**config.mk**
```make
export PLATFORM = sky130hd
export DESIGN_NAME = ooo_core
export DESIGN_NICKNAME = d
export VERILOG_FILES = /design/src/rtl/ooo_pkg.sv /design/src/rtl/ooo_rename.sv /design/src/rtl/ooo_rob.sv /design/src/rtl/ooo_alu.sv /design/src/rtl/ooo_core.sv
export SDC_FILE = /design/constraint.sdc
export NUM_CORES = 1
export LEC_CHECK = 0
export BUFFER_PORTS_ARGS = -buffer_cell sky130_fd_sc_hd__buf_2
export CORE_MARGIN = 3
export CORE_UTILIZATION = 40
export DETAILED_ROUTE_END_ITERATION = 12
export GPL_TIMING_DRIVEN = 1
export PLACE_DENSITY = 0.68
export SLEW_MARGIN = 10
export SYNTH_ARGS = -nofsm -noshare
export SYNTH_HDL_FRONTEND = slang
export SYNTH_SLANG_ARGS = --single-unit
```
**constraint.sdc**
```tcl
create_clock -name clk -period 6.9 [get_ports clk]
set_clock_uncertainty 0.05 [all_clocks]
set_input_delay 0.69 -clock clk [delete_from_list [all_inputs] [get_ports clk]]
set_output_delay 0.69 -clock clk [all_outputs]
set_load 0.05 [all_outputs]
```
**src/rtl/ooo_pkg.sv**
```systemverilog
package ooo_pkg;
  typedef enum logic [1:0] {
    OP_ADD = 2'd0,
    OP_SUB = 2'd1,
    OP_AND = 2'd2,
    OP_XOR = 2'd3
  } op_e;
endpackage

```
**src/rtl/ooo_rename.sv**
```systemverilog
module ooo_rename #(
  parameter int NREG  = 8,
  parameter int DEPTH = 4,
  parameter int DW    = 16
) (
  input  logic                                    clk,
  input  logic                                    rst_n,
  input  logic                                    disp_fire,
  input  logic [$clog2(NREG)-1:0]                 disp_dst,
  input  logic [$clog2(DEPTH)-1:0]                alloc_tag,
  input  logic [1:0][$clog2(NREG)-1:0]            rd_addr,
  input  logic                                    ret_fire,
  input  logic [$clog2(DEPTH)-1:0]                ret_tag,
  input  logic [$clog2(NREG)-1:0]                 ret_dst,
  input  logic [DW-1:0]                           ret_value,
  output logic [1:0]                              src_renamed,
  output logic [1:0][$clog2(DEPTH)-1:0]           src_tag,
  output logic [1:0][DW-1:0]                      src_arch,
  output logic [NREG-1:0]                         map_valid,
  output logic [NREG-1:0][$clog2(DEPTH)-1:0]      map_tag
);
  localparam int RW = $clog2(NREG);

  logic [DW-1:0] arch_q [NREG];

  // architectural read with write-before-read bypass
  function automatic logic [DW-1:0] arch_read(input logic [RW-1:0] a);
    if (ret_fire && ret_dst == a) return ret_value;
    return arch_q[a];
  endfunction

  always_comb begin
    for (int s = 0; s < 2; s++) begin
      src_renamed[s] = map_valid[rd_addr[s]];
      src_tag[s]     = map_tag[rd_addr[s]];
      src_arch[s]    = arch_read(rd_addr[s]);
    end
  end

  always_ff @(posedge clk) begin
    if (!rst_n) begin
      for (int r = 0; r < NREG; r++) begin
        arch_q[r]  <= DW'(r);
        map_valid[r] <= 1'b0;
        map_tag[r] <= '0;
      end
    end else begin
      if (ret_fire) begin
        arch_q[ret_dst] <= ret_value;
        if (map_valid[ret_dst] && map_tag[ret_dst] == ret_tag)
          map_valid[ret_dst] <= 1'b0;
      end
      if (disp_fire) begin
        map_valid[disp_dst] <= 1'b1;
        map_tag[disp_dst]   <= alloc_tag;
      end
    end
  end
endmodule

```
**src/rtl/ooo_rob.sv**
```systemverilog
module ooo_rob
  import ooo_pkg::*;
#(
  parameter int DEPTH = 4,
  parameter int NREG  = 8,
  parameter int DW    = 16
) (
  input  logic                               clk,
  input  logic                               rst_n,
  input  logic                               disp_valid,
  input  op_e                                disp_op,
  input  logic [$clog2(NREG)-1:0]            disp_dst,
  input  logic [1:0]                         src_renamed,
  input  logic [1:0][$clog2(DEPTH)-1:0]      src_tag,
  input  logic [1:0][DW-1:0]                 src_arch,
  input  logic                               bus_valid,
  input  logic [$clog2(DEPTH)-1:0]           bus_tag,
  input  logic [DW-1:0]                      bus_value,
  output logic                               disp_ready,
  output logic                               disp_fire,
  output logic [$clog2(DEPTH)-1:0]           alloc_tag,
  output logic                               issue_valid,
  output logic [$clog2(DEPTH)-1:0]           issue_tag,
  output op_e                                issue_op,
  output logic [DW-1:0]                      issue_a,
  output logic [DW-1:0]                      issue_b,
  output logic                               ret_fire,
  output logic [$clog2(DEPTH)-1:0]           ret_tag,
  output logic [$clog2(NREG)-1:0]            ret_dst,
  output logic [DW-1:0]                      ret_value,
  output logic [DEPTH-1:0]                   ent_valid,
  output logic [DEPTH-1:0][$clog2(NREG)-1:0] ent_dst
);
  localparam int TW = $clog2(DEPTH);
  localparam int RW = $clog2(NREG);
  localparam logic [TW:0] FULL_COUNT = (TW+1)'(DEPTH);

  logic [TW:0]     head_q, tail_q, count;
  logic [DEPTH-1:0] e_done, e_issued;
  logic [DW-1:0]   e_value [DEPTH];
  op_e             e_op    [DEPTH];
  logic [1:0]      e_sv    [DEPTH];
  logic [DW-1:0]   e_sval  [DEPTH][2];
  logic [TW-1:0]   e_stag  [DEPTH][2];
  logic [1:0]          rs_valid;
  logic [1:0][DW-1:0]  rs_value;

  assign count      = tail_q - head_q;
  assign disp_ready = (count != FULL_COUNT);
  assign disp_fire  = disp_valid && disp_ready;
  assign alloc_tag  = tail_q[TW-1:0];
  assign ret_tag    = head_q[TW-1:0];
  assign ret_fire   = ent_valid[ret_tag] && e_done[ret_tag];
  assign ret_dst    = ent_dst[ret_tag];
  assign ret_value  = e_value[ret_tag];

  // source resolution at dispatch
  always_comb begin
    for (int s = 0; s < 2; s++) begin
      if (src_renamed[s] && bus_valid && bus_tag == src_tag[s]) begin
        rs_valid[s] = 1'b1; rs_value[s] = bus_value;
      end else if (src_renamed[s] && e_done[src_tag[s]]) begin
        rs_valid[s] = 1'b1; rs_value[s] = e_value[src_tag[s]];
      end else if (!src_renamed[s]) begin
        rs_valid[s] = 1'b1; rs_value[s] = src_arch[s];
      end else begin
        rs_valid[s] = 1'b0; rs_value[s] = '0;
      end
    end
  end

  // oldest-ready selection, scanning from the head
  always_comb begin
    issue_valid = 1'b0;
    issue_tag   = '0;
    for (int k = 0; k < DEPTH; k++) begin
      logic [TW-1:0] idx;
      idx = head_q[TW-1:0] + TW'(k);
      if (!issue_valid && ent_valid[idx] && !e_issued[idx] && (&e_sv[idx])) begin
        issue_valid = 1'b1;
        issue_tag   = idx;
      end
    end
  end
  assign issue_op = e_op[issue_tag];
  assign issue_a  = e_sval[issue_tag][0];
  assign issue_b  = e_sval[issue_tag][1];

  always_ff @(posedge clk) begin
    if (!rst_n) begin
      head_q <= '0;
      tail_q <= '0;
      for (int i = 0; i < DEPTH; i++) begin
        ent_valid[i] <= 1'b0; e_done[i] <= 1'b0; e_issued[i] <= 1'b0;
        ent_dst[i] <= '0; e_value[i] <= '0; e_op[i] <= OP_ADD; e_sv[i] <= '0;
        for (int s = 0; s < 2; s++) begin
          e_sval[i][s] <= '0; e_stag[i][s] <= '0;
        end
      end
    end else begin
      if (bus_valid) begin
        for (int i = 0; i < DEPTH; i++)
          for (int s = 0; s < 2; s++)
            if (ent_valid[i] && !e_sv[i][s] && e_stag[i][s] == bus_tag) begin
              e_sv[i][s]   <= 1'b1;
              e_sval[i][s] <= bus_value;
            end
        e_done[bus_tag]  <= 1'b1;
        e_value[bus_tag] <= bus_value;
      end
      if (issue_valid) e_issued[issue_tag] <= 1'b1;
      if (ret_fire) begin
        ent_valid[ret_tag] <= 1'b0;
        head_q <= head_q + 1'b1;
      end
      if (disp_fire) begin
        ent_valid[alloc_tag] <= 1'b1;
        e_done[alloc_tag]    <= 1'b0;
        e_issued[alloc_tag]  <= 1'b0;
        ent_dst[alloc_tag]   <= disp_dst;
        e_op[alloc_tag]      <= disp_op;
        e_sv[alloc_tag]      <= rs_valid;
        for (int s = 0; s < 2; s++) begin
          e_sval[alloc_tag][s] <= rs_value[s];
          e_stag[alloc_tag][s] <= src_tag[s];
        end
        tail_q <= tail_q + 1'b1;
      end
    end
  end

  assert_occupancy_bound_R3: assert property (@(posedge clk) disable iff (!rst_n)
    count <= FULL_COUNT);
  assert_stall_no_alloc_R3: assert property (@(posedge clk) disable iff (!rst_n)
    (disp_valid && !disp_ready) |=> tail_q == $past(tail_q));
  assert_broadcast_once_R6: assert property (@(posedge clk) disable iff (!rst_n)
    bus_valid |-> (ent_valid[bus_tag] && e_issued[bus_tag] && !e_done[bus_tag]));
endmodule

```
**src/rtl/ooo_alu.sv**
```systemverilog
module ooo_alu
  import ooo_pkg::*;
#(
  parameter int DEPTH = 4,
  parameter int DW    = 16
) (
  input  logic                     clk,
  input  logic                     rst_n,
  input  logic                     issue_valid,
  input  logic [$clog2(DEPTH)-1:0] issue_tag,
  input  op_e                      issue_op,
  input  logic [DW-1:0]            issue_a,
  input  logic [DW-1:0]            issue_b,
  output logic                     res_valid,
  output logic [$clog2(DEPTH)-1:0] res_tag,
  output logic [DW-1:0]            res_value
);
  // operation semantics
  function automatic logic [DW-1:0] alu_eval(input op_e op, input logic [DW-1:0] a,
                                             input logic [DW-1:0] b);
    case (op)
      OP_ADD:  return a + b;
      OP_SUB:  return a - b;
      OP_AND:  return a & b;
      default: return a ^ b;
    endcase
  endfunction

  always_ff @(posedge clk) begin
    if (!rst_n) begin
      res_valid <= 1'b0;
      res_tag   <= '0;
      res_value <= '0;
    end else begin
      res_valid <= issue_valid;
      if (issue_valid) begin
        res_tag   <= issue_tag;
        res_value <= alu_eval(issue_op, issue_a, issue_b);
      end
    end
  end
endmodule

```
**src/rtl/ooo_core.sv**
```systemverilog
module ooo_core
  import ooo_pkg::*;
#(
  parameter int NREG  = 8,
  parameter int DEPTH = 4,
  parameter int DW    = 16
) (
  input  logic                     clk,
  input  logic                     rst_n,
  input  logic                     disp_valid,
  input  logic [1:0]               disp_op,
  input  logic [$clog2(NREG)-1:0]  disp_dst,
  input  logic [$clog2(NREG)-1:0]  disp_src1,
  input  logic [$clog2(NREG)-1:0]  disp_src2,
  output logic                     disp_ready,
  output logic                     bus_valid,
  output logic [$clog2(DEPTH)-1:0] bus_tag,
  output logic [DW-1:0]            bus_value,
  output logic                     ret_valid,
  output logic [$clog2(NREG)-1:0]  ret_dst,
  output logic [DW-1:0]            ret_value
);
  localparam int TW = $clog2(DEPTH);
  localparam int RW = $clog2(NREG);

  logic                          disp_fire, issue_valid;
  logic [TW-1:0]                 alloc_tag, issue_tag, ret_tag;
  op_e                           issue_op;
  logic [DW-1:0]                 issue_a, issue_b;
  logic [1:0]                    src_renamed;
  logic [1:0][TW-1:0]            src_tag;
  logic [1:0][DW-1:0]            src_arch;
  logic [NREG-1:0]               map_valid;
  logic [NREG-1:0][TW-1:0]       map_tag;
  logic [DEPTH-1:0]              ent_valid;
  logic [DEPTH-1:0][RW-1:0]      ent_dst;

  ooo_rename #(.NREG(NREG), .DEPTH(DEPTH), .DW(DW)) u_rename (
    .clk(clk), .rst_n(rst_n), .disp_fire(disp_fire), .disp_dst(disp_dst),
    .alloc_tag(alloc_tag), .rd_addr({disp_src2, disp_src1}),
    .ret_fire(ret_valid), .ret_tag(ret_tag), .ret_dst(ret_dst), .ret_value(ret_value),
    .src_renamed(src_renamed), .src_tag(src_tag), .src_arch(src_arch),
    .map_valid(map_valid), .map_tag(map_tag));

  ooo_rob #(.DEPTH(DEPTH), .NREG(NREG), .DW(DW)) u_rob (
    .clk(clk), .rst_n(rst_n), .disp_valid(disp_valid), .disp_op(op_e'(disp_op)),
    .disp_dst(disp_dst), .src_renamed(src_renamed), .src_tag(src_tag),
    .src_arch(src_arch), .bus_valid(bus_valid), .bus_tag(bus_tag),
    .bus_value(bus_value), .disp_ready(disp_ready), .disp_fire(disp_fire),
    .alloc_tag(alloc_tag), .issue_valid(issue_valid), .issue_tag(issue_tag),
    .issue_op(issue_op), .issue_a(issue_a), .issue_b(issue_b),
    .ret_fire(ret_valid), .ret_tag(ret_tag), .ret_dst(ret_dst),
    .ret_value(ret_value), .ent_valid(ent_valid), .ent_dst(ent_dst));

  ooo_alu #(.DEPTH(DEPTH), .DW(DW)) u_alu (
    .clk(clk), .rst_n(rst_n), .issue_valid(issue_valid), .issue_tag(issue_tag),
    .issue_op(issue_op), .issue_a(issue_a), .issue_b(issue_b),
    .res_valid(bus_valid), .res_tag(bus_tag), .res_value(bus_value));

  // age of a slot relative to the head, modulo DEPTH
  function automatic logic [TW-1:0] slot_age(input logic [TW-1:0] t);
    return t - ret_tag;
  endfunction

  for (genvar r = 0; r < NREG; r++) begin : g_map_chk
    assert_rename_live_R4: assert property (@(posedge clk) disable iff (!rst_n)
      map_valid[r] |-> (ent_valid[map_tag[r]] && ent_dst[map_tag[r]] == RW'(r)));
  end
  for (genvar i = 0; i < DEPTH; i++) begin : g_ent_chk
    assert_live_renamed_R5: assert property (@(posedge clk) disable iff (!rst_n)
      ent_valid[i] |-> (map_valid[ent_dst[i]] &&
                        slot_age(map_tag[ent_dst[i]]) >= slot_age(TW'(i))));
  end
endmodule

```
[Word-level counts from Yosys, hierarchy flattened]
Memory sizes are Yosys's and may differ from the RTL's. A register that Yosys moved wholly into a read port is not among the register bits.
Index checks and enable logic that the tools add are counted.
Storage, ports and cells
  register bits after elaboration: 73
  latch bits: 0
  memory bits (writable): 352
  bits in read-only memories: 0
  input bits: 14
  output and inout bits: 40
  word-level logic and storage cells: 335
  memories kept: 6
Cells by class
  add/subtract/negate cells: 8
  multiply operators: 0
  div/mod/pow operators: 0
  order comparisons: 19
  equal/unequal tests: 16
  shift operators: 0
  mux-type cells: 168
  bitwise operators: 29
  reduce and logical (&&, ||, !) cells: 68
Memories
  u_rename.arch_q: words 8, bits a word 16, read ports 2, clocked after Yosys merged registers in 0, wr ports 8, RTL line ooo_rename.sv:24  | logic [DW-1:0] arch_q [NREG];
  u_rob.e_sval: words 4, bits a word 32, read ports 1, clocked after Yosys merged registers in 0, wr ports 5, RTL line ooo_rob.sv:43  | logic [DW-1:0] e_sval [DEPTH][2];
  u_rob.e_value: words 4, bits a word 16, read ports 3, clocked after Yosys merged registers in 1, wr ports 4, RTL line ooo_rob.sv:40  | logic [DW-1:0] e_value [DEPTH];
  u_rob.e_stag: words 4, bits a word 4, read ports 4, clocked after Yosys merged registers in 0, wr ports 4, RTL line ooo_rob.sv:44  | logic [TW-1:0] e_stag [DEPTH][2];
  u_rob.e_op: words 4, bits a word 2, read ports 1, clocked after Yosys merged registers in 0, wr ports 4, RTL line ooo_rob.sv:41  | op_e e_op [DEPTH];
  u_rob.e_sv: words 4, bits a word 2, read ports 8, clocked after Yosys merged registers in 1, wr ports 5, RTL line ooo_rob.sv:42  | logic [1:0] e_sv [DEPTH];
Operators by type and width (count)
  $mux W16: 20
  $mux W1: 86
  $pmux W16 S3: 1
  $logic_and A1 B1 Y1: 44
  $mux W4: 10
  $mux W2: 16
  $mux W8: 4
  $reduce_or A16 Y1: 2
  $lt A2 B3 Y1 const B: 9
  $bmux W1 S2: 11
  $eq A2 B2 Y1: 11
  $bmux W2 S3: 3
  $add A16 B16 Y16: 1
  $and A16 B16 Y16: 1
  $bwmux W16: 1
  $lt A3 B4 Y1 const B: 4
  $or A1 B1 Y1: 16
  $sub A16 B16 Y16: 1
  $xor A16 B16 Y16: 1
  $logic_not A1 Y1: 15
  $and A4 B4 Y4: 3
  $bwmux W12: 1
  $or A4 B4 Y4: 3
  $bmux W1 S3: 3
  24 further kinds: 41

[Logic depth before layout (Yosys ltp)]
Gate-level depths: netlist of run 1.
  depth after elaboration: 30
  mapped depth: 30
  depth with buffers taken out: 25

[Modules after synthesis]
A second synthesis of run 1 with hierarchy kept.
Second synthesis, totals
  cell total of the unflattened synthesis: 2082
  area total of the unflattened synthesis: 24746.2 µm²
By module, submodules not included
  ooo_rob: times used 1, cells an instance 1173, area an instance 13893.3 µm², sequential area each 7307.0 µm²
  ooo_rename: times used 1, cells an instance 633, area an instance 8600.7 µm², sequential area each 4324.1 µm²
  ooo_alu: times used 1, cells an instance 276, area an instance 2252.2 µm², sequential area each 380.4 µm²

[Worst setup path after synthesis of run 1]
Ideal clock, no wire load.
  path kind: register to register
  start: register u_rob.head_q[0]
  end: register u_alu.res_value[15]
  library setup time: 0.115 ns
  data arrival time: 6.418 ns
  data required time: 6.735 ns
  setup slack: 0.316 ns
  stages on the path, launching flop included: 31
  path buffers: 5
  clock period less this slack: 6.584 ns
  path through: dfxtp_1 > buf_6 > inv_1 > clkbuf_1 > clkbuf_1 > ha_1 > mux4_2 > a22oi_1 > o32ai_2 > buf_6 > buf_4 > and2_1 > a211oi_1 > a311oi_1 > a21oi_1 > ha_1 > nor2_1 > a21oi_1 > inv_1 > ha_1 > nor2b_1 > o31a_1 > or4_1 > nand3_1 > a31oi_1 > a31oi_1 > o21ai_0 > or4_1 > o211ai_1 > o21ai_1 > and3_1
Between the ends
  word-level cells in the longest chain between the ends: 24
  elaborated cells between the ends (all ways): 59
  classes of those cells: add/sub: 5; eq/ne: 2; mux: 25; bitwise: 2; reduce/logical: 22; memory: 3
RTL lines
  start, declared: RTL line ooo_rob.sv:38  | logic [TW:0] head_q, tail_q, count;
  start signal, assigned: RTL line ooo_rob.sv:114  | head_q <= head_q + 1'b1;
  $bmux W1 S2: RTL line ooo_rob.sv:79  | if (!issue_valid && ent_valid[idx] && !e_issued[idx] && (&e_sv[idx])) begin
  $mux W1 (not written as such): RTL line ooo_rob.sv:79
  $logic_not A1 Y1: RTL line ooo_rob.sv:79
  $logic_and A1 B1 Y1 (2 in series): RTL line ooo_rob.sv:79
  $mux W1: RTL line ooo_rob.sv:79
  $logic_not A1 Y1: RTL line ooo_rob.sv:79
  $logic_and A1 B1 Y1 (3 in series): RTL line ooo_rob.sv:79
  $mux W1: RTL line ooo_rob.sv:79
  $logic_not A1 Y1: RTL line ooo_rob.sv:79
  $logic_and A1 B1 Y1 (3 in series): RTL line ooo_rob.sv:79
  $mux W1: RTL line ooo_rob.sv:79
  $logic_not A1 Y1: RTL line ooo_rob.sv:79
  $logic_and A1 B1 Y1 (3 in series): RTL line ooo_rob.sv:79
  $mux W2: RTL line ooo_rob.sv:79
  $mem_v2 Z4 W32 / $mem_v2 Z4 W2 (equally long branches)
  $sub A16 B16 Y16, or another cell as far along: RTL line ooo_alu.sv:23  | OP_SUB: return a - b;
  $pmux W16 S3: RTL line ooo_alu.sv:21  | case (op)
  end signal, assigned: RTL line ooo_alu.sv:38  | res_value <= alu_eval(issue_op, issue_a, issue_b);
  end, declared: RTL line ooo_alu.sv:16  | output logic [DW-1:0] res_value
Several ways; a longest one is shown, not always the timed one. The select of a mux whose other input is x is not followed.
A chain may end at the register's enable or synchronous reset.

[Worst setup path in the final report of run 1]
  start: register u_rob.head_q[0]
  end: register u_alu.res_value[14]
The elaborated chain is that of the path after synthesis.

==> results_dict.tcl, run 1 <==
set metrics [dict create \
    outcome "finished clean" \
    grt_max_degree 58 \
    internal_power_mw 4.83 \
    htreeDepth 2 \
    ant_nets 0 \
    relSlewSlack_pct 13.7 \
    nNetsFinal 2451 \
    cts_root_buf "clkbuf_16" \
    drtIter0Drc 2751 \
    synth_top_area_share_pct 40.7 \
    vdd_drop_max_v 0.000212 \
    synthesis.nets 2480 \
    pwr_density_cell_nw_per_um2 234 \
    use_met3_pct 5.47 \
    die_h_um 259 \
    comb_power_share_pct 14.2 \
    cts_setup_buffers 0 \
    cp_slowest_stage_delay_ns 0.76 \
    seq_area_frac_synth_pct 47.1 \
    grt-ovfl-total 0 \
    p_leak_nw 10.5 \
    clk_pin_slew_worst_paths_ns 0.07 \
    cts_sinks 427 \
    syn_area_sq_um 25500 \
    ys_seq_elements 427 \
    criticalPathCategory "flop to flop" \
    cts_buffers 49 \
    final_area_sq_um 28300 \
    wl_per_cell_um 25.0 \
    synth_area_leaders "edfxtp_1 41%, mux4_2 11%, dfxtp_1 6.4%, nand2_1 4.9%, nor2_1 3.9%" \
    cp_slowest_cell "a2111oi_0" \
    grt_pass1_vias 19600 \
    pwr-share-clk_pct 40.7 \
    cts.repair.resized 0 \
    worstPathCellList "inv_1 -> ha_1 -> mux4_2 -> a21o_1 -> a22oi_2 -> buf_4 -> nand2_1 -> and3_1 -> a31oi_1 -> ha_1 -> nor2b_1 -> o21ai_0 -> a21boi_0 -> o21a_1 -> o21ai_0 -> a21oi_1 -> a2111oi_0 -> o31ai_1 -> xnor2_1 -> o211ai_1 -> o211a_1" \
    seqPwrFrac_pct 45.1 \
    async_flop_share_pct 0 \
    seqCellArea_sq_um 12000 \
    synth_edf_count 346 \
    period_share_pct 92.3 \
    gr-usage-met1_pct 32.1 \
    die_area_sq_um 66900 \
    routed-via-count 20300 \
    grt_pass1_wl_mm 122 \
    ys.warnings.count 0 \
    clk_latency_ns 0.63 \
    place_area_sq_um 26600 \
    crit_path_max_fanout 35 \
    core_sq_um 62400 \
    multi_input_area_sq_um 12400 \
    syn_inst 2423 \
    maxCapViolations 0 \
    synth_top_area_cell "edfxtp_1" \
    switching_power_mw 1.81 \
    tightest_slew_ns 1.29 \
    clockBufferDepth 3 \
    cp.arrival_ns 6.88 \
    syn_area_per_cell_sq_um 10.5 \
    pin_count 54 \
    hold_buffers 0 \
    worstPathRequired_ns 7.41 \
    die_w_um 259 \
    whs_ns 0.370 \
    setup_viol 0 \
    crit_path_end_kind "flop" \
    rsz0062_at_grt "no" \
    top_usage_layer "met2" \
    dr.pass1.iters 6 \
    via_per_inst 6.21 \
    finalPower_mw 6.64 \
    max_freq_ghz 0.157 \
    n_antenna_cell 0 \
    hp-class "input pin to flop" \
    ys_dominant_reg_cell "edfxtp_1" \
    antenna_found_initial 0 \
    layout_commonest_cell "edfxtp_1" \
    initial_core_util_pct 40.9 \
    area_delta_synth_final_pct 11.0 \
    io_buffer_count 53 \
    drt-total-wl_mm 81.7 \
    drive_gt1_share_pct 17.4 \
    gp_congestion 0.894 \
    final_hold_viol_count 0 \
    switching_share_pct 27.3 \
    period_needed_ns 6.37 \
    yosysUniqueCellTypes 76 \
    row_count 91 \
    grt_util_met2_pct 38.2 \
    start_kind "flop" \
    slew_violations 0 \
    fill_cells 5746 \
    drc 0 \
    final_cell_mix "346 x edfxtp_1, 329 x nand2_1, 266 x nor2_1" \
    track_usage_pct 23.9 \
    cts_tree "done" \
    dp_hpwl_mm 55.4 \
    setup-tns-final_ns 0 \
]
==> cells in the mapped netlist (all sizes together), types with 7 or more instances <==
master,instances
edfxtp,346
o22ai,12
mux2i,67
or2,9
a21boi,21
o31ai,9
o211ai,22
nor3,19
nand4,11
ha,42
nor2b,24
a22oi,43
a22o,50
a31oi,23
nand3,98
nand2b,16
nand2,330
a21oi,70
dfxtp,81
nor2,268
buf,44
and3,24
mux2,51
xor2,19
mux4,130
a221oi,12
or3,7
o21ai,179
nor4,7
and2,24
nand3b,8
clkbuf,169
inv,72
o211a,10
xnor2,39
==> metal layers <==
layer	part of all wire, %	vias to the layer above	wire length [um]
met2	47	1223	38200
met1	39	10000	32200
met5	0	-	0
met4	3.2	0	2600
met3	11	159	8810
li1	-	8904	-
==> per-stage QoR <==
step	util (%)	worst slack (ns)	cells
2_1_floorplan	-	0.316	2423
5_1_grt	45.4	0.167	3272
4_1_cts	45.4	0.498	3272
6_report	45.4	0.529	3272
3_5_place_dp	42.7	0.514	3180
3_3_place_gp	42.7	0.571	3180
==> worst paths after layout <==
path                                                    start  cells after the start                          endpoint  slack [ns]
worst min-delay path                               disp_op[0]                      3        u_rob.e_op[3][0]$_DFFE_PP_        0.37
worst max-delay path             u_rob.head_q[0]$_SDFFE_PN0P_                     21  u_alu.res_value[14]$_SDFFE_PN0N_        0.53
worst min register to register  u_rob.ent_dst[5]$_SDFFE_PN0P_                      1     u_rob.ent_dst[5]$_SDFFE_PN0P_        0.42
worst max register to register   u_rob.head_q[0]$_SDFFE_PN0P_                     21  u_alu.res_value[14]$_SDFFE_PN0N_        0.53
==> state kept, by name, indices dropped and copies added, names as in the netlist, named ones only <==
name	flops
u_alu.res_value	16
u_rob.e_op	8
u_rob.e_sv	8
u_rob.ent_valid	4
u_alu.res_valid	1
u_rob.tail_q	3
u_rob.head_q	3
u_rob.ent_dst	12
u_rob.e_done	4
u_rob.e_issued	4
u_rename.arch_q	128
u_alu.res_tag	2
u_rob.e_value	64
u_rename.map_tag	16
u_rob.e_stag	16
u_rename.map_valid	8
u_rob.e_sval	128
==> layout make-up <==
type                    count  share of cell area, %
clock buffers              69                   4.79
clock inverters            23                   1.13
inverters                  73                  0.967
multi-input cells        1710                   43.9
flip-flops and latches    427                   42.4
well taps                 837                   3.70
repair buffers            133                   3.06
==> cell families (layout without fill, tap and decap cells) <==
| family | count (synthesis) | count (layout) | synth area share [%] |
|---|---|---|---|
| AOI/OAI and AO/OA | 495 | 495 | 12.8 |
| xor gates and xnor gates | 58 | 58 | 1.99 |
| adders and majority gates | 43 | 43 | 2.14 |
| buffers and inverters | 286 | 298 | 4.49 |
| DFF | 427 | 427 | 47.1 |
| muxes | 248 | 248 | 16.4 |
| and+or+nand+nor | 866 | 866 | 15.2 |
==> critical path, delay by kind of cell, from the launching register on <==
kind | cells | cell delay, ns
compound gates | 12 | 3.22
fa+ha+maj | 2 | 0.73
mux | 1 | 0.60
buf+inv | 2 | 0.56
flops | 1 | 0.52
simple gates | 3 | 0.44
xor+xnor | 1 | 0.16
==> power groups by stage <==
stage	combinational [mW]	clock (mW)	sequential (mW)
6_report	0.946	2.70	2.99
5_1_grt	1.02	2.83	3.00
4_1_cts	0.934	2.73	2.99
3_5_place_dp	0.929	0	3.04
3_3_place_gp	0.914	0	3.03
2_1_floorplan	0.659	0	3.00
No activity file was read; power rests on OpenSTA's default activity.
==> run 2, diff against run 1 <==
CORE_UTILIZATION = 30   (was 40)
PLACE_DENSITY = 0.57   (was 0.68)
==> run 2 against run 1 <==
Effect of this change:
- register-to-register slack worse by 0.03 ns
- core utilization is 11 points lower
- setup slack worse by 0.025 ns
- critical path depth is 3 higher
- global-route usage is 4.8 points lower
- count of clock-buffer cells in the layout is 3 lower
- die area is 33% higher
- routed wire length is 5.5% higher
- combinational power is 0.6% higher
- sequential power hardly changed
==> results_dict.tcl, run 2 (synthesized netlist as in run 1, its figures left out) <==
set metrics [dict create \
    outcome "finished clean" \
    crit_path_end_kind "flop" \
    nNetsFinal 2446 \
    n_antenna_cell 0 \
    worstPathCellList "clkinv_1 -> ha_1 -> mux4_2 -> a22oi_1 -> o32a_2 -> buf_4 -> a21oi_1 -> a22oi_2 -> nor2b_1 -> nor2_1 -> a21oi_1 -> inv_1 -> ha_1 -> nor2b_1 -> o31a_1 -> or4_1 -> nand3_1 -> a31oi_1 -> a31oi_1 -> o21ai_0 -> or4_1 -> o211ai_1 -> o21ai_1 -> and3_1" \
    setup-tns-final_ns 0 \
    htreeDepth 2 \
    ant_nets 0 \
    critPathTopFamily "compound AO/OA/AOI/OAI gates" \
    crit_path_max_fanout 23 \
    seqCellArea_sq_um 12000 \
    hp-class "input pin to flop" \
    row_count 106 \
    critPathBufInv 3 \
    final.setup.worst_slack_ns 0.504 \
    reg_top3 "u_rename.arch_q: 128 flops, u_rob.e_sval: 128 flops, u_rob.e_value: 64 flops" \
    core_sq_um 84000 \
    criticalPathCategory "flop to flop" \
    p_leak_nw 10.4 \
    cts_sinks 427 \
    place_ws_ns 0.450 \
    track_usage_pct 19.1 \
    via_per_inst 5.61 \
    dp_hpwl_mm 58.2 \
    maxCapViolations 0 \
    max_freq_ghz 0.156 \
    drive_gt1_share_pct 17.4 \
    clockBufferDepth 3 \
    cts_buffers 48 \
    dr.pass1.iters 6 \
    whs_ns 0.360 \
    clk_pin_slew_worst_paths_ns 0.06 \
    multi_input_area_sq_um 12500 \
    period_needed_ns 6.40 \
    hold_buffers 0 \
    cp_slowest_stage_delay_ns 0.52 \
    cts_tree "done" \
    vdd_drop_max_v 0.000151 \
    gp_congestion 0.904 \
    wl_per_cell_um 24.2 \
    initial_core_util_pct 30.4 \
    clk_latency_ns 0.64 \
    grt_pass1_wl_mm 130 \
    io_buffer_count 53 \
    final_cell_mix "346 x edfxtp_1, 329 x nand2_1, 265 x nor2_1" \
    rsz0062_at_grt "no" \
    routed-via-count 20000 \
    drt-total-wl_mm 86.2 \
    worstPathRequired_ns 7.36 \
    period_share_pct 92.7 \
    reg2reg_slack_ns 0.50 \
    drtIter0Drc 2371 \
    grt_pass1_vias 19900 \
    grt_max_degree 58 \
    cp.arrival_ns 6.86 \
    antenna_found_initial 0 \
    pwr_density_cell_nw_per_um2 230 \
    die_area_sq_um 88600 \
    area_delta_synth_final_pct 12.1 \
    fill_cells 8372 \
    final_hold_viol_count 0 \
    cp_slowest_cell "dfxtp_1" \
    layout_commonest_cell "edfxtp_1" \
    setup_viol 0 \
    die_w_um 298 \
    cts_root_buf "clkbuf_16" \
    die_h_um 298 \
    tightest_slew_ns 1.38 \
    slew_violations 0 \
    relSlewSlack_pct 7.52 \
    start_kind "flop" \
    pin_count 54 \
    grt-ovfl-total 0 \
    drc 0 \
]
run 2: worst paths after layout:
kind | startpoint | end | cells past startpoint
worst min-delay path | disp_op[0] | u_rob.e_op[3][0]$_DFFE_PP_ | 3
worst max-delay path | u_rob.head_q[1]$_SDFFE_PN0P_ | u_alu.res_value[15]$_SDFFE_PN0N_ | 24
worst min register to register | u_rob.ent_dst[7]$_SDFFE_PN0P_ | u_rob.ent_dst[7]$_SDFFE_PN0P_ | 1
worst max register to register | u_rob.head_q[1]$_SDFFE_PN0P_ | u_alu.res_value[15]$_SDFFE_PN0N_ | 24
run 2: layout make-up:
type                            count  share of cell area, %
Timing Repair Buffer              129                   2.92
Multi-Input combinational cell   1710                   43.6
Clock inverter                     24                  0.953
Inverter                           73                  0.958
Clock buffer                       66                   4.64
Sequential cell                   427                   42.0
Tap cell                         1134                   4.96
run 2: repair_timing:
item                                    4_1_cts  5_1_grt
gates resized for setup                       0        1
buffers inserted                              0        3
endpoints found under the setup margin        0        2
run 2: stage by stage:
| stage | total power, mW | util (%) | instance area [sq um] | std cells |
|---|---|---|---|---|
| finish | 6.57 | 34.1 | 28600 | 3563 |
| global route | 6.81 | 34.1 | 28600 | 3563 |
| CTS | 6.59 | 34.0 | 28600 | 3560 |
| detailed placement | 3.99 | 32.1 | 27000 | 3470 |
| global placement | 3.97 | 32.1 | 27000 | 3470 |
| floorplan | 3.66 | - | 25500 | 2423 |
run 2: report_power, final:
part | internal [mW] | total, mW | leakage (nW) | switching (mW)
sequential | 2.90 | 2.99 | 4.21 | 0.0922
combinational | 0.349 | 0.952 | 5.45 | 0.603
clock | 1.48 | 2.63 | 0.784 | 1.15
total | 4.73 | 6.57 | 10.4 | 1.84
run 2: worst reg2reg max path: cells and delay by family (launching register included):
family | cells | cell delay [ns]
AO/OA/AOI/OAI | 11 | 2.45
adder cells (fa/ha/maj) | 2 | 0.70
buffers and inverters | 3 | 0.59
flip-flops | 1 | 0.52
multiplexers | 1 | 0.39
AND/OR/NAND/NOR | 7 | 1.62
run 2: routing by layer:
layer / track usage, % / share of wire (%) / up-vias / wire length [um]
li1: - / - / 8885 / -
met1: 25.6 / 41 / 10100 / 35600
met2: 31.7 / 48 / 894 / 41100
met3: 3.23 / 8.2 / 138 / 7030
met4: 5.76 / 2.8 / 0 / 2440
met5: 0 / 0 / - / 0
==> run 3, diff against run 2 <==
--- a/config.mk
+++ b/config.mk
@@ -7,5 +7,5 @@
 export LEC_CHECK = 0
 export BUFFER_PORTS_ARGS = -buffer_cell sky130_fd_sc_hd__buf_2
-export CORE_MARGIN = 3
+export CORE_MARGIN = 4
 export CORE_UTILIZATION = 30
 export DETAILED_ROUTE_END_ITERATION = 12
==> constraint.sdc (replaced) <==
create_clock -name clk -period 6.9 [get_ports clk]
set_clock_uncertainty 0.05 [all_clocks]
set_input_delay 1.035 -clock clk [delete_from_list [all_inputs] [get_ports clk]]
set_output_delay 1.035 -clock clk [all_outputs]
set_load 0.05 [all_outputs]
==> run 3 against run 2 <==
Effect of this change:
- global-route usage down 0.16 points
- count of clock-buffer cells in the layout down 6
- power up 1.3%
- critical path type unchanged
- sequential power about the same
- routed wire length up 0.80%
- non-clock buffer count up 4
- fmax up 0.37%
- largest power group unchanged
- setup slack better by 0.024 ns
- core utilization up 0.089 points
==> results_dict.tcl, run 3 (synthesized netlist as in run 1, its figures left out) <==
set metrics [dict create \
    outcome "finished clean" \
    n_antenna_cell 0 \
    tightest_slew_ns 1.26 \
    dr.pass1.iters 6 \
    clk_latency_ns 0.64 \
    crit_path_max_fanout 20 \
    grt_pass1_vias 20000 \
    io_buffer_count 53 \
    drc 0 \
    clockBufferDepth 3 \
    via_per_inst 5.64 \
    period_share_pct 92.4 \
    reg2reg_slack_ns 0.53 \
    htreeDepth 2 \
    grt_max_degree 58 \
    cts_setup_buffers 0 \
    final_hold_viol_count 0 \
    die_h_um 300 \
    row_count 106 \
    die_w_um 300 \
    vdd_drop_max_v 0.000178 \
    track_usage_pct 18.9 \
    regToRegStartpoint "u_rob.head_q[0]$_SDFFE_PN0P_" \
    core_sq_um 84000 \
    die_area_sq_um 89800 \
    relSlewSlack_pct 15.9 \
    pin_count 54 \
    gp_congestion 0.921 \
    antenna_found_initial 1 \
    max_freq_ghz 0.157 \
    slew_violations 0 \
    r2r_cells 24 \
    layout_commonest_cell "edfxtp_1" \
    clk_pin_slew_worst_paths_ns 0.06 \
    start_kind "flop" \
    whs_endpoint "u_rob.ent_dst[1]$_SDFFE_PN0P_" \
    nNetsFinal 2450 \
    cts_root_buf "clkbuf_16" \
    p_leak_nw 10.5 \
    drtIter0Drc 2431 \
    crit_path_end_kind "flop" \
    period_needed_ns 6.37 \
    grt_pass1_wl_mm 130 \
    routed-via-count 20100 \
    setup-tns-final_ns 0 \
    min_from "u_rob.ent_dst[1]$_SDFFE_PN0P_" \
    dp_hpwl_mm 58.4 \
    hp-class "flop to flop" \
    hold_depth 1 \
    cp_slowest_cell "mux4_2" \
    criticalPathCategory "flop to flop" \
    pwr_density_cell_nw_per_um2 232 \
    fill_cells 8357 \
    worstPathRequired_ns 7.35 \
    maxCapViolations 0 \
    reg_top3 "u_rename.arch_q: 128 flops, u_rob.e_sval: 128 flops, u_rob.e_value: 64 flops" \
    area_delta_synth_final_pct 12.4 \
    drive_gt1_share_pct 17.7 \
    cts_sinks 427 \
    wl_per_cell_um 24.4 \
    reg2reg_to "u_alu.res_value[15]$_SDFFE_PN0N_" \
    whs_ns 0.433 \
    cp.arrival_ns 6.82 \
    final_cell_mix "346 x edfxtp_1, 329 x nand2_1, 265 x nor2_1" \
    cts_buffers 48 \
    rsz0062_at_grt "no" \
    grt-ovfl-total 0 \
    cts_tree "done" \
    ant_nets 0 \
    setup_viol 0 \
    worstPathCellList "buf_4 -> mux4_2 -> a22oi_1 -> o32ai_4 -> and2_1 -> a211oi_1 -> a311oi_1 -> a21oi_1 -> ha_1 -> nor2_1 -> a21oi_1 -> inv_1 -> ha_1 -> nor2b_1 -> o31a_1 -> or4_1 -> nand3_1 -> a31oi_1 -> a31oi_1 -> o21ai_0 -> or4_1 -> o211ai_1 -> o21ai_1 -> and3_1" \
    drt-total-wl_mm 86.9 \
    cp_slowest_stage_delay_ns 0.61 \
    initial_core_util_pct 30.4 \
]
-- run 3: cell count changes in the layout (fill, tap and decap cells not counted), moves of 2 or more --
cell	before	now
buf_4	76	80
clkinv_2	9	12
inv_8	2	0
clkbuf_1	12	7
clkbuf_16	48	51
bufinv_16	3	5
clkbuf_8	6	2
-- run 3: worst max path at each step --
stage / startpoint / end / cells past startpoint
after global placement: u_rob.head_q[0]$_SDFFE_PN0P_ / u_alu.res_value[15]$_SDFFE_PN0N_ / 23
after floorplan: u_rob.head_q[0]$_SDFFE_PN0P_ / u_alu.res_value[15]$_SDFFE_PN0N_ / 30
after global routing: u_rob.head_q[0]$_SDFFE_PN0P_ / u_alu.res_value[15]$_SDFFE_PN0N_ / 24
after detailed placement: u_rob.head_q[0]$_SDFFE_PN0P_ / u_alu.res_value[15]$_SDFFE_PN0N_ / 24
final: u_rob.head_q[0]$_SDFFE_PN0P_ / u_alu.res_value[15]$_SDFFE_PN0N_ / 24
after CTS: u_rob.head_q[0]$_SDFFE_PN0P_ / u_alu.res_value[15]$_SDFFE_PN0N_ / 24
-- run 3: routing by layer --
| metal | global-route usage (%) | part of all wire, % |
|---|---|---|
| met1 | 25.3 | 41 |
| met2 | 31.5 | 47 |
| met3 | 2.79 | 8.3 |
| met4 | 6.56 | 3.5 |
| met5 | 0 | 0.013 |
-- run 3: what timing repair did --
action                     4_1_cts  5_1_grt
setup endpoints to repair        0        3
hold buffers                     0        0
gates resized for setup          0        2
-- run 3: layout make-up --
cell class	instances	area, sq um	area share [%]
clock buffer	60	1330	4.64
clock inverter	27	329	1.15
inverter	73	274	0.955
multi-input combinational	1710	12400	43.4
sequential	427	12000	41.9
tap	1134	1420	4.95
timing repair buffer	133	866	3.02
-- run 3: worst max-delay path: cells and delay by family (launching register included) --
kind                       cells  cell delay, ns
DFF                            1            0.50
adders and majority gates      2            0.47
and+or+nand+nor                7            1.53
muxes                          1            0.61
buffers and inverters          2            0.41
AOI/OAI and AO/OA             12            2.64
-- run 3: through the flow --
step,util (%),std cells,area [sq um],power [mW],setup slack [ns]
3_5_place_dp,32.2,3477,27000,3.99,0.521
2_1_floorplan,-,2423,25500,3.66,0.316
4_1_cts,34.2,3564,28700,6.68,0.423
3_3_place_gp,32.2,3477,27000,3.97,0.549
6_report,34.2,3564,28700,6.66,0.527
5_1_grt,34.2,3564,28700,6.88,0.0880
-- run 3: where the power goes --
| part | leakage, nW | total (mW) | switching [mW] | internal, mW |
|---|---|---|---|---|
| registers | 4.21 | 2.98 | 0.0849 | 2.90 |
| logic | 5.46 | 0.966 | 0.614 | 0.351 |
| clock network | 0.812 | 2.71 | 1.14 | 1.57 |
| total | 10.5 | 6.66 | 1.84 | 4.82 |
